## config.mk

```make
export PLATFORM = sky130hd
export DESIGN_NAME = pk422_rgb_unpacker
export DESIGN_NICKNAME = d
export VERILOG_FILES = /design/src/rtl/pk422_pkg.sv /design/src/rtl/pk422_lane_sel.sv /design/src/rtl/pk422_coef_bank.sv /design/src/rtl/pk422_csc.sv /design/src/rtl/pk422_rgb_unpacker.sv
export SDC_FILE = /design/constraint.sdc
export NUM_CORES = 2
export LEC_CHECK = 0
export BUFFER_PORTS_ARGS = -buffer_cell sky130_fd_sc_hd__buf_2
export CORE_UTILIZATION = 45
export DETAILED_ROUTE_END_ITERATION = 6
export PLACE_DENSITY_LB_ADDON = 0.1
export SLEW_MARGIN = 20
export SYNTH_ARGS = -nofsm -noshare
export SYNTH_HDL_FRONTEND = slang
export SYNTH_SLANG_ARGS = --single-unit
```

## constraint.sdc

```tcl
create_clock -name clk -period 39.3 [get_ports clk]
set_clock_uncertainty 0.2 [all_clocks]
set_input_delay 9.825 -clock clk [delete_from_list [all_inputs] [get_ports clk]]
set_output_delay 9.825 -clock clk [all_outputs]
set_load 0.02 [all_outputs]
```

## src/rtl/pk422_pkg.sv

```systemverilog
package pk422_pkg;

    typedef enum logic [1:0] {
        ST_FETCH = 2'd0,
        ST_LEAD  = 2'd1,
        ST_TRAIL = 2'd2
    } unpack_state_e;

    typedef struct packed {
        logic [7:0] y0;
        logic [7:0] y1;
        logic [7:0] cb;
        logic [7:0] cr;
    } yuv_pair_t;

    localparam int NUM_CHAN = 3;
    localparam int TAPS_PER_CHAN = 3;
    localparam int NUM_COEF = NUM_CHAN * TAPS_PER_CHAN + NUM_CHAN;

endpackage

```

## src/rtl/pk422_lane_sel.sv

```systemverilog
module pk422_lane_sel
    import pk422_pkg::*;
(
    input  logic [31:0] word,
    input  logic [1:0]  code,
    output yuv_pair_t   pair
);
    logic [7:0] b0, b1, b2, b3;

    assign b0 = word[7:0];
    assign b1 = word[15:8];
    assign b2 = word[23:16];
    assign b3 = word[31:24];

    always_comb begin
        unique case (code)
            2'd0: pair = '{y0: b1, y1: b3, cb: b2, cr: b0};
            2'd1: pair = '{y0: b1, y1: b3, cb: b0, cr: b2};
            2'd2: pair = '{y0: b0, y1: b2, cb: b3, cr: b1};
            default: pair = '{y0: b0, y1: b2, cb: b1, cr: b3};
        endcase
    end
endmodule

```

## src/rtl/pk422_coef_bank.sv

```systemverilog
module pk422_coef_bank
    import pk422_pkg::*;
#(
    parameter int COEF_W = 16,
    parameter int IDX_W  = 4
) (
    input  logic                               clk,
    input  logic                               rst_n,
    input  logic                               cfg_we,
    input  logic [IDX_W-1:0]                   cfg_idx,
    input  logic [COEF_W-1:0]                  cfg_data,
    output logic [NUM_COEF-1:0][COEF_W-1:0]    coefs
);
    for (genvar k = 0; k < NUM_COEF; k++) begin : g_coef
        always_ff @(posedge clk) begin
            if (!rst_n)
                coefs[k] <= '0;
            else if (cfg_we && cfg_idx == IDX_W'(k))
                coefs[k] <= cfg_data;
        end
    end


    coef_ignore_chk: assert property (@(posedge clk) disable iff (!rst_n)
        (cfg_we && cfg_idx >= IDX_W'(NUM_COEF)) |=> $stable(coefs));
endmodule

```

## src/rtl/pk422_csc.sv

```systemverilog
module pk422_csc #(
    parameter int COEF_W = 16,
    parameter int FRAC_W = 10
) (
    input  logic [7:0]               luma,
    input  logic [7:0]               cb,
    input  logic [7:0]               cr,
    input  logic signed [COEF_W-1:0] k_y,
    input  logic signed [COEF_W-1:0] k_b,
    input  logic signed [COEF_W-1:0] k_r,
    input  logic signed [COEF_W-1:0] k_off,
    output logic [7:0]               chan
);
    localparam int ACC_W = COEF_W + FRAC_W + 12;

    logic signed [ACC_W-1:0] p_y, p_b, p_r, p_off, acc, scaled;

    always_comb begin
        p_y    = ACC_W'(k_y) * ACC_W'($signed({1'b0, luma}));
        p_b    = ACC_W'(k_b) * ACC_W'($signed({1'b0, cb}));
        p_r    = ACC_W'(k_r) * ACC_W'($signed({1'b0, cr}));
        p_off  = ACC_W'(k_off) <<< FRAC_W;
        acc    = p_y + p_b + p_r + p_off;
        scaled = acc >>> FRAC_W;
        if (scaled < 0)
            chan = 8'h00;
        else if (scaled > 255)
            chan = 8'hFF;
        else
            chan = scaled[7:0];
    end
endmodule

```

## src/rtl/pk422_rgb_unpacker.sv

```systemverilog
module pk422_rgb_unpacker
    import pk422_pkg::*;
#(
    parameter int COEF_W = 16,
    parameter int FRAC_W = 10,
    parameter int LB_W   = 16,
    parameter int IDX_W  = 4
) (
    input  logic              clk,
    input  logic              rst_n,
    input  logic              in_valid,
    output logic              in_ready,
    input  logic [31:0]       in_word,
    input  logic [1:0]        seq_code,
    input  logic              yuv_mode,
    input  logic [LB_W-1:0]   line_bits,
    input  logic              cfg_we,
    input  logic [IDX_W-1:0]  cfg_idx,
    input  logic [COEF_W-1:0] cfg_data,
    output logic              pix_valid,
    input  logic              pix_ready,
    output logic [31:0]       pix_data,
    output logic              pix_eol
);
    localparam int YUV_SHIFT = 4;
    localparam int RGB_SHIFT = 5;

    unpack_state_e state, state_nx;
    logic [31:0]     word_q;
    logic [1:0]      code_q;
    logic            mode_q;
    logic [LB_W-1:0] cnt_q, ppl;
    logic            accept, emit;
    yuv_pair_t       pair;
    logic [7:0]      luma;
    logic [NUM_COEF-1:0][COEF_W-1:0] coefs;
    logic [NUM_CHAN-1:0][7:0]        rgb;

    // state register
    always_ff @(posedge clk) begin
        if (!rst_n) state <= ST_FETCH;
        else        state <= state_nx;
    end

    // next state
    always_comb begin
        state_nx = state;
        unique case (state)
            ST_FETCH: if (in_valid) state_nx = ST_LEAD;
            ST_LEAD:  if (pix_ready) state_nx = mode_q ? ST_TRAIL : ST_FETCH;
            ST_TRAIL: if (pix_ready) state_nx = ST_FETCH;
            default:  state_nx = ST_FETCH;
        endcase
    end

    // outputs of the machine
    always_comb begin
        in_ready  = 1'b0;
        pix_valid = 1'b0;
        unique case (state)
            ST_FETCH: in_ready  = 1'b1;
            ST_LEAD:  pix_valid = 1'b1;
            ST_TRAIL: pix_valid = 1'b1;
            default: ;
        endcase
    end

    assign accept = in_valid & in_ready;
    assign emit   = pix_valid & pix_ready;

    always_ff @(posedge clk) begin
        if (!rst_n) begin
            word_q <= '0;
            code_q <= '0;
            mode_q <= 1'b0;
        end else if (accept) begin
            word_q <= in_word;
            code_q <= seq_code;
            mode_q <= yuv_mode;
        end
    end

    // line position
    assign ppl = mode_q ? (line_bits >> YUV_SHIFT) : (line_bits >> RGB_SHIFT);

    always_comb begin
        pix_eol = 1'b0;
        if (pix_valid)
            pix_eol = ({1'b0, cnt_q} + 1'b1) >= {1'b0, ppl};
    end

    always_ff @(posedge clk) begin
        if (!rst_n)       cnt_q <= '0;
        else if (emit)    cnt_q <= pix_eol ? '0 : cnt_q + 1'b1;
    end

    // datapath
    pk422_lane_sel u_lanes (
        .word (word_q),
        .code (code_q),
        .pair (pair)
    );

    pk422_coef_bank #(.COEF_W(COEF_W), .IDX_W(IDX_W)) u_bank (
        .clk      (clk),
        .rst_n    (rst_n),
        .cfg_we   (cfg_we),
        .cfg_idx  (cfg_idx),
        .cfg_data (cfg_data),
        .coefs    (coefs)
    );

    assign luma = (state == ST_TRAIL) ? pair.y1 : pair.y0;

    for (genvar ch = 0; ch < NUM_CHAN; ch++) begin : g_chan
        pk422_csc #(.COEF_W(COEF_W), .FRAC_W(FRAC_W)) u_csc (
            .luma  (luma),
            .cb    (pair.cb),
            .cr    (pair.cr),
            .k_y   ($signed(coefs[ch*TAPS_PER_CHAN + 0])),
            .k_b   ($signed(coefs[ch*TAPS_PER_CHAN + 1])),
            .k_r   ($signed(coefs[ch*TAPS_PER_CHAN + 2])),
            .k_off ($signed(coefs[NUM_CHAN*TAPS_PER_CHAN + ch])),
            .chan  (rgb[NUM_CHAN-1-ch])
        );
    end

    assign pix_data = mode_q ? {8'h00, rgb} : word_q;


    stall_hold_chk: assert property (@(posedge clk) disable iff (!rst_n)
        (pix_valid && !pix_ready && !cfg_we) |=>
            (pix_valid && $stable(pix_data) && $stable(pix_eol)));


    busy_refuse_chk: assert property (@(posedge clk) disable iff (!rst_n)
        (in_valid && in_ready) |=> (pix_valid && !in_ready));


    eol_valid_chk: assert property (@(posedge clk) disable iff (!rst_n)
        pix_eol |-> pix_valid);


    pair_follow_chk: assert property (@(posedge clk) disable iff (!rst_n)
        (state == ST_LEAD && mode_q && pix_ready) |=> (pix_valid && !in_ready));
endmodule

```

## After elaboration in Yosys (flattened, before gate mapping)

Index checks and enable logic that the tools add are counted.

- $add $sub $neg: 11
- Multiply operators: 9
- Magnitude comparators: 7
- Equal/unequal tests: 18
- Mux-type cells: 19
- Bitwise gates (word level): 2
- Reductions and logical operators: 17

Operators with widths:

| operator | count |
|---|---|
| adder 38 bit | 6 |
| multiplier 16 x 9 -> 25 bit | 9 |
| adder 38 x 26 -> 38 bit | 3 |
| case mux 32 bit (3 select lines) | 1 |
| > comparator 28 x 9 -> 1 bit (second input constant) | 3 |
| < comparator 28 x 1 -> 1 bit (second input constant) | 3 |
| 2-to-1 mux 8 bit | 7 |
| 2-to-1 mux 32 bit | 1 |
| adder 16 x 1 -> 17 bit (second input constant) | 1 |
| greater-or-equal comparator 17 x 12 -> 1 bit | 1 |
| adder 16 x 1 -> 16 bit (second input constant) | 1 |
| == test 4 x 3 -> 1 bit (second input constant) | 4 |
| == test 4 bit (second input constant) | 4 |
| 2-to-1 mux 16 bit | 1 |
| logical AND 1 bit | 12 |
| 2-to-1 mux 12 bit | 1 |
| == test 4 x 2 -> 1 bit (second input constant) | 2 |
| 2-to-1 mux 2 bit | 4 |
| inequality test 2 bit (second input constant) | 3 |
| case mux 2 bit (3 select lines) | 1 |
| == test 2 x 1 -> 1 bit (second input constant) | 2 |
| == test 2 bit (second input constant) | 2 |
| == test 4 x 1 -> 1 bit (second input constant) | 1 |
| logical NOT 2 bit | 2 |
| 5 further kinds | 8 |

- Flip-flop bits (word level): 245
- Logic and storage cells: 100

## Longest topological paths before layout

- Word-level depth: 11
- Gate-level depth with buffers: 42
- Mapped depth without buffers: 36

## Hierarchy

From an unflattened synthesis, not the netlist that was laid out.

- Cell total of the unflattened synthesis: 6360
- Area total of the unflattened synthesis: 57709.1 um2

By module, submodules not included:

| module | times used | cells each | area each (um2) | sequential area each (um2) |
|---|---|---|---|---|
| pk422_csc at g_chan[1].u_csc | 1 | 1764 | 15711.3 | 0.0 |
| pk422_csc at g_chan[0].u_csc | 1 | 1752 | 15611.2 | 0.0 |
| pk422_csc at g_chan[2].u_csc | 1 | 1749 | 15592.5 | 0.0 |
| pk422_coef_bank | 1 | 667 | 6981.7 | 3843.7 |
| pk422_rgb_unpacker | 1 | 390 | 3204.3 | 1061.0 |
| pk422_lane_sel | 1 | 38 | 608.1 | 0.0 |

## Worst setup path before layout

No wires, ideal clock.

- Path type: input-to-output
- Start point: input line_bits[4]
- End point: output pix_eol
- Data arrival time: 11.963 ns
- Required time: 29.275 ns
- Slack: 17.312 ns
- Cell stages on the path: 12
- Buffers on the path: 0
- Cell sequence: mux2_2 -> ha_1 -> nand2b_1 -> a21o_1 -> a21o_1 -> a21o_1 -> a21o_1 -> a21o_1 -> a21o_1 -> a21oi_1 -> o21ai_0 -> and2_1

- Cells in the longest elaborated chain, start to end: 3

Ends and longest elaborated chain:

| what | RTL line | text |
|---|---|---|
| start, declared | pk422_rgb_unpacker.sv:16 | `input logic [LB_W-1:0] line_bits,` |
| 2-to-1 mux 12 bit | pk422_rgb_unpacker.sv:84 | `assign ppl = mode_q ? (line_bits >> YUV_SHIFT) : (line_bits >> RGB_SHIFT);` |
| greater-or-equal comparator 17 x 12 -> 1 bit | pk422_rgb_unpacker.sv:89 | `pix_eol = ({1'b0, cnt_q} + 1'b1) >= {1'b0, ppl};` |
| 2-to-1 mux 1 bit | pk422_rgb_unpacker.sv:88 | `if (pix_valid)` |
| end, declared | pk422_rgb_unpacker.sv:23 | `output logic pix_eol` |

Every way passes these cells.

## Worst setup path in the final report

- Start point: input line_bits[5]
- End point: output pix_eol

Same word-level chain as after synthesis.

==> results.py <==
metrics = {
    "status": {
        "status": "completed",
    },
    "placed_design": {
        "port_buffers": 106,
        "place.gp.congestion": 0.842,
        "numPlacedInstances": 8371,
        "detailed_place_hpwl_mm": 122,
        "placed_area_sq_mm": 0.0594,
        "worst_slack_at_placement_ns": 16.28,
    },
    "detailed_routing": {
        "drtPass1Iterations": 7,
        "wire_per_inst_um": 18.3,
        "via_count": 43688,
        "drt.antenna.violating_nets": 0,
        "drc_errors": 0,
        "drt_first_iter_violations": 2328,
        "routed_via_density": 5.18,
        "totalWireLength_mm": 154,
    },
    "pwr": {
        "static-leakage-power_nw": 32.2,
        "power.ir.vdd_worst_uv": 27.0,
        "power_per_cell_area_mw_per_mm2": 14.0,
        "total_power_mw": 0.851,
    },
    "timing": {
        "tns_ns": 0,
        "rsz0062_at_grt": "no",
        "timing.fmax_mhz": 43.4,
        "slew_headroom": 0.240,
        "timing_worst_slew_pin_value_ns": 1.14,
        "finalHoldViolCount": 0,
        "final.period_utilization": 0.587,
        "timing.hold.ws_ns": 0.253,
        "timing_max_transition_violations_final": 0,
        "setup_slack_ns": 16.23,
        "setup-violations-final": 0,
        "final.min_clock_period_ns": 23.07,
    },
    "synth": {
        "yosys_register_bits": 245,
        "synth_commonest_cells": "1501 x inv_1, 1103 x nand2_1, 1044 x fa_1, 634 x and2_1, 568 x ha_1",
        "synth_edf_count": 0,
        "synth_largest_area_cell": "fa_1",
        "ys_async_sr_fraction": 0,
        "mappedNetlistNets": 8553,
        "synth_area_sq_mm": 0.0576,
        "synth_top_cell_area_share": 0.363,
        "synth_cell_type_count": 74,
        "synth.yosys.seq_area_share": 0.0852,
        "synthMostInstantiatedCell": "inv_1",
        "synth.avg_cell_area_sq_um": 8.38,
        "dominantRegCellSynth": "dfxtp_1",
        "post_synth_main_area_contributors": "fa_1 36%, ha_1 12%, inv_1 9.8%",
        "synthesis.instances": 6865,
        "yosysWarnings": 0,
    },
    "cells_and_area": {
        "fin_area_sq_mm": 0.0608,
        "area_of_the_multi_input_gates_sq_mm": 0.0460,
        "fillerInstances": 12637,
        "layout.nets": 8449,
        "seq_area_sq_mm": 0.00491,
        "synthToLayoutAreaGrowth_pct": 5.69,
        "finalNonFillerCells": 8440,
        "end_of_flow_core_utilization": 0.482,
        "post_route_cells_drive_above_1_share": 0.0395,
    },
    "setup_path": {
        "timing_worst_setup_path_type": "in2out",
        "rr_worst_depth": 13,
        "worst_setup_sp_type": "input pin",
        "setup.reg_to_reg.worst_slack_ns": 35.03,
        "worst_r2r_endpoint": "cnt_q[14]",
        "end_kind": "output pin",
        "critPathMaxFanout": 12,
        "rr_startpoint": "mode_q",
        "worst_ep_required_time_ns": 29.27,
        "cp.arrival_ns": 13.04,
    },
    "global_routing": {
        "grt_max_degree": 93,
        "grt-ovfl-total": 0,
        "number_of_antenna_violations_at_the_first_check_in_global_routing": 14,
        "first_pass_grt_wire_length_mm": 250,
        "vias_in_the_first_global_route": 44381,
        "grt_util_all_layers": 0.245,
    },
    "cts": {
        "cts_tree": "built",
        "clk_root_buffer_cell": "clkbuf_16",
        "cts_made_buffers": 37,
        "htree_levels": 2,
        "cts_setup_buffers": 0,
        "hold_buffers": 0,
        "clock_sink_count": 245,
        "clock_tree.buffer_depth": 3,
        "clock_insertion_delay_worst_skew_ns": 0.62,
        "clk_pin_slew_worst_paths_ns": 0.05,
        "postCtsResizedCells": 0,
    },
    "job": {
        "reported_max_cap_violation_count": 0,
    },
    "min_path": {
        "hold_path.class": "reg2reg",
        "worst_hold_startpoint": "cnt_q[5]",
        "hold-path-cell-count": 2,
        "hold_endpoint": "cnt_q[5]",
    },
    "floorplan": {
        "die-area_sq_mm": 0.129,
        "io-pin-count": 111,
        "std_cell_rows": 130,
        "initial_core_util": 0.456,
        "die_height_um": 360,
        "die_w_um": 360,
        "placeableCoreArea_sq_mm": 0.126,
    },
}
[registers in the layout (all words and copies together) (netlist names)]
signal        count
state             2
mode_q            1
cnt_q            16
u_bank.coefs    192
word_q           32
code_q            2
[how the worst max path moves through the flow]
| stage | end | slack, ns | start | cells after the start |
|---|---|---|---|---|
| 2_1_floorplan | pix_eol | 17.31 | line_bits[4] | 12 |
| 3_3_place_gp | pix_eol | 16.27 | line_bits[4] | 14 |
| 3_5_place_dp | pix_eol | 16.28 | line_bits[5] | 14 |
| 4_1_cts | pix_eol | 16.27 | line_bits[5] | 14 |
| 5_1_grt | pix_eol | 16.03 | line_bits[4] | 14 |
| 6_report | pix_eol | 16.23 | line_bits[5] | 14 |
[cell type report]
cell class              count  area share
multi-input cells        4831       0.755
diodes                      1   0.0000411
inverters                1502      0.0928
well taps                1650      0.0339
flip-flops and latches    245      0.0806
clock inverters            22     0.00664
repair buffers            144      0.0136
clock buffers              45      0.0169
[cells by family (layout without fill, tap and decap cells)]
family,Yosys count,after routing,synth area share
simple gates,2169,2169,0.180
buf+inv,1789,1713,0.117
fa+ha+maj,1612,1612,0.487
compound gates,777,777,0.0834
flops,245,245,0.0852
xor+xnor,226,226,0.0344
mux,47,47,0.0135
other cells,0,1,0
[report_power, final]
part	total, mW	internal [mW]	switching, mW
Sequential	0.266	0.254	0.0123
Combinational	0.183	0.0508	0.132
Clock	0.403	0.253	0.150
Total	0.851	0.558	0.294
[worst max-delay path: stages]
cell and delay [ns]:
buf_2 0.10, mux2_2 0.26, ha_1 0.26, nand2b_1 0.14, a21o_1 0.17, a21o_1 0.17
a21o_1 0.17, a21o_1 0.18, a21o_1 0.17, a21o_1 0.17, a21oi_1 0.75, o21ai_0 0.30
and2_1 0.23, buf_2 0.15
[layer usage]
layer | wire length, um | GRT usage | vias to the layer above
met2 | 69100 | 0.387 | 903
met4 | 2890 | 0.0500 | 6
met5 | 41 | 0 | -
li1 | - | - | 20672
met3 | 8910 | 0.0338 | 130
met1 | 73100 | 0.356 | 21977
[cell usage in the layout (no fill, tap or decap), drive strengths merged, types with 76 or more instances in the layout]
cell	synthesis	final
inv	1501	1503
nand2	1103	1103
fa	1044	1044
and2	634	634
ha	568	568
a21oi	401	401
dfxtp	245	245
xnor2	155	155
buf	72	144
nor2	129	129
nor3	76	76
o21ai	76	76
Note: power is estimated with default switching activity, not from simulation.
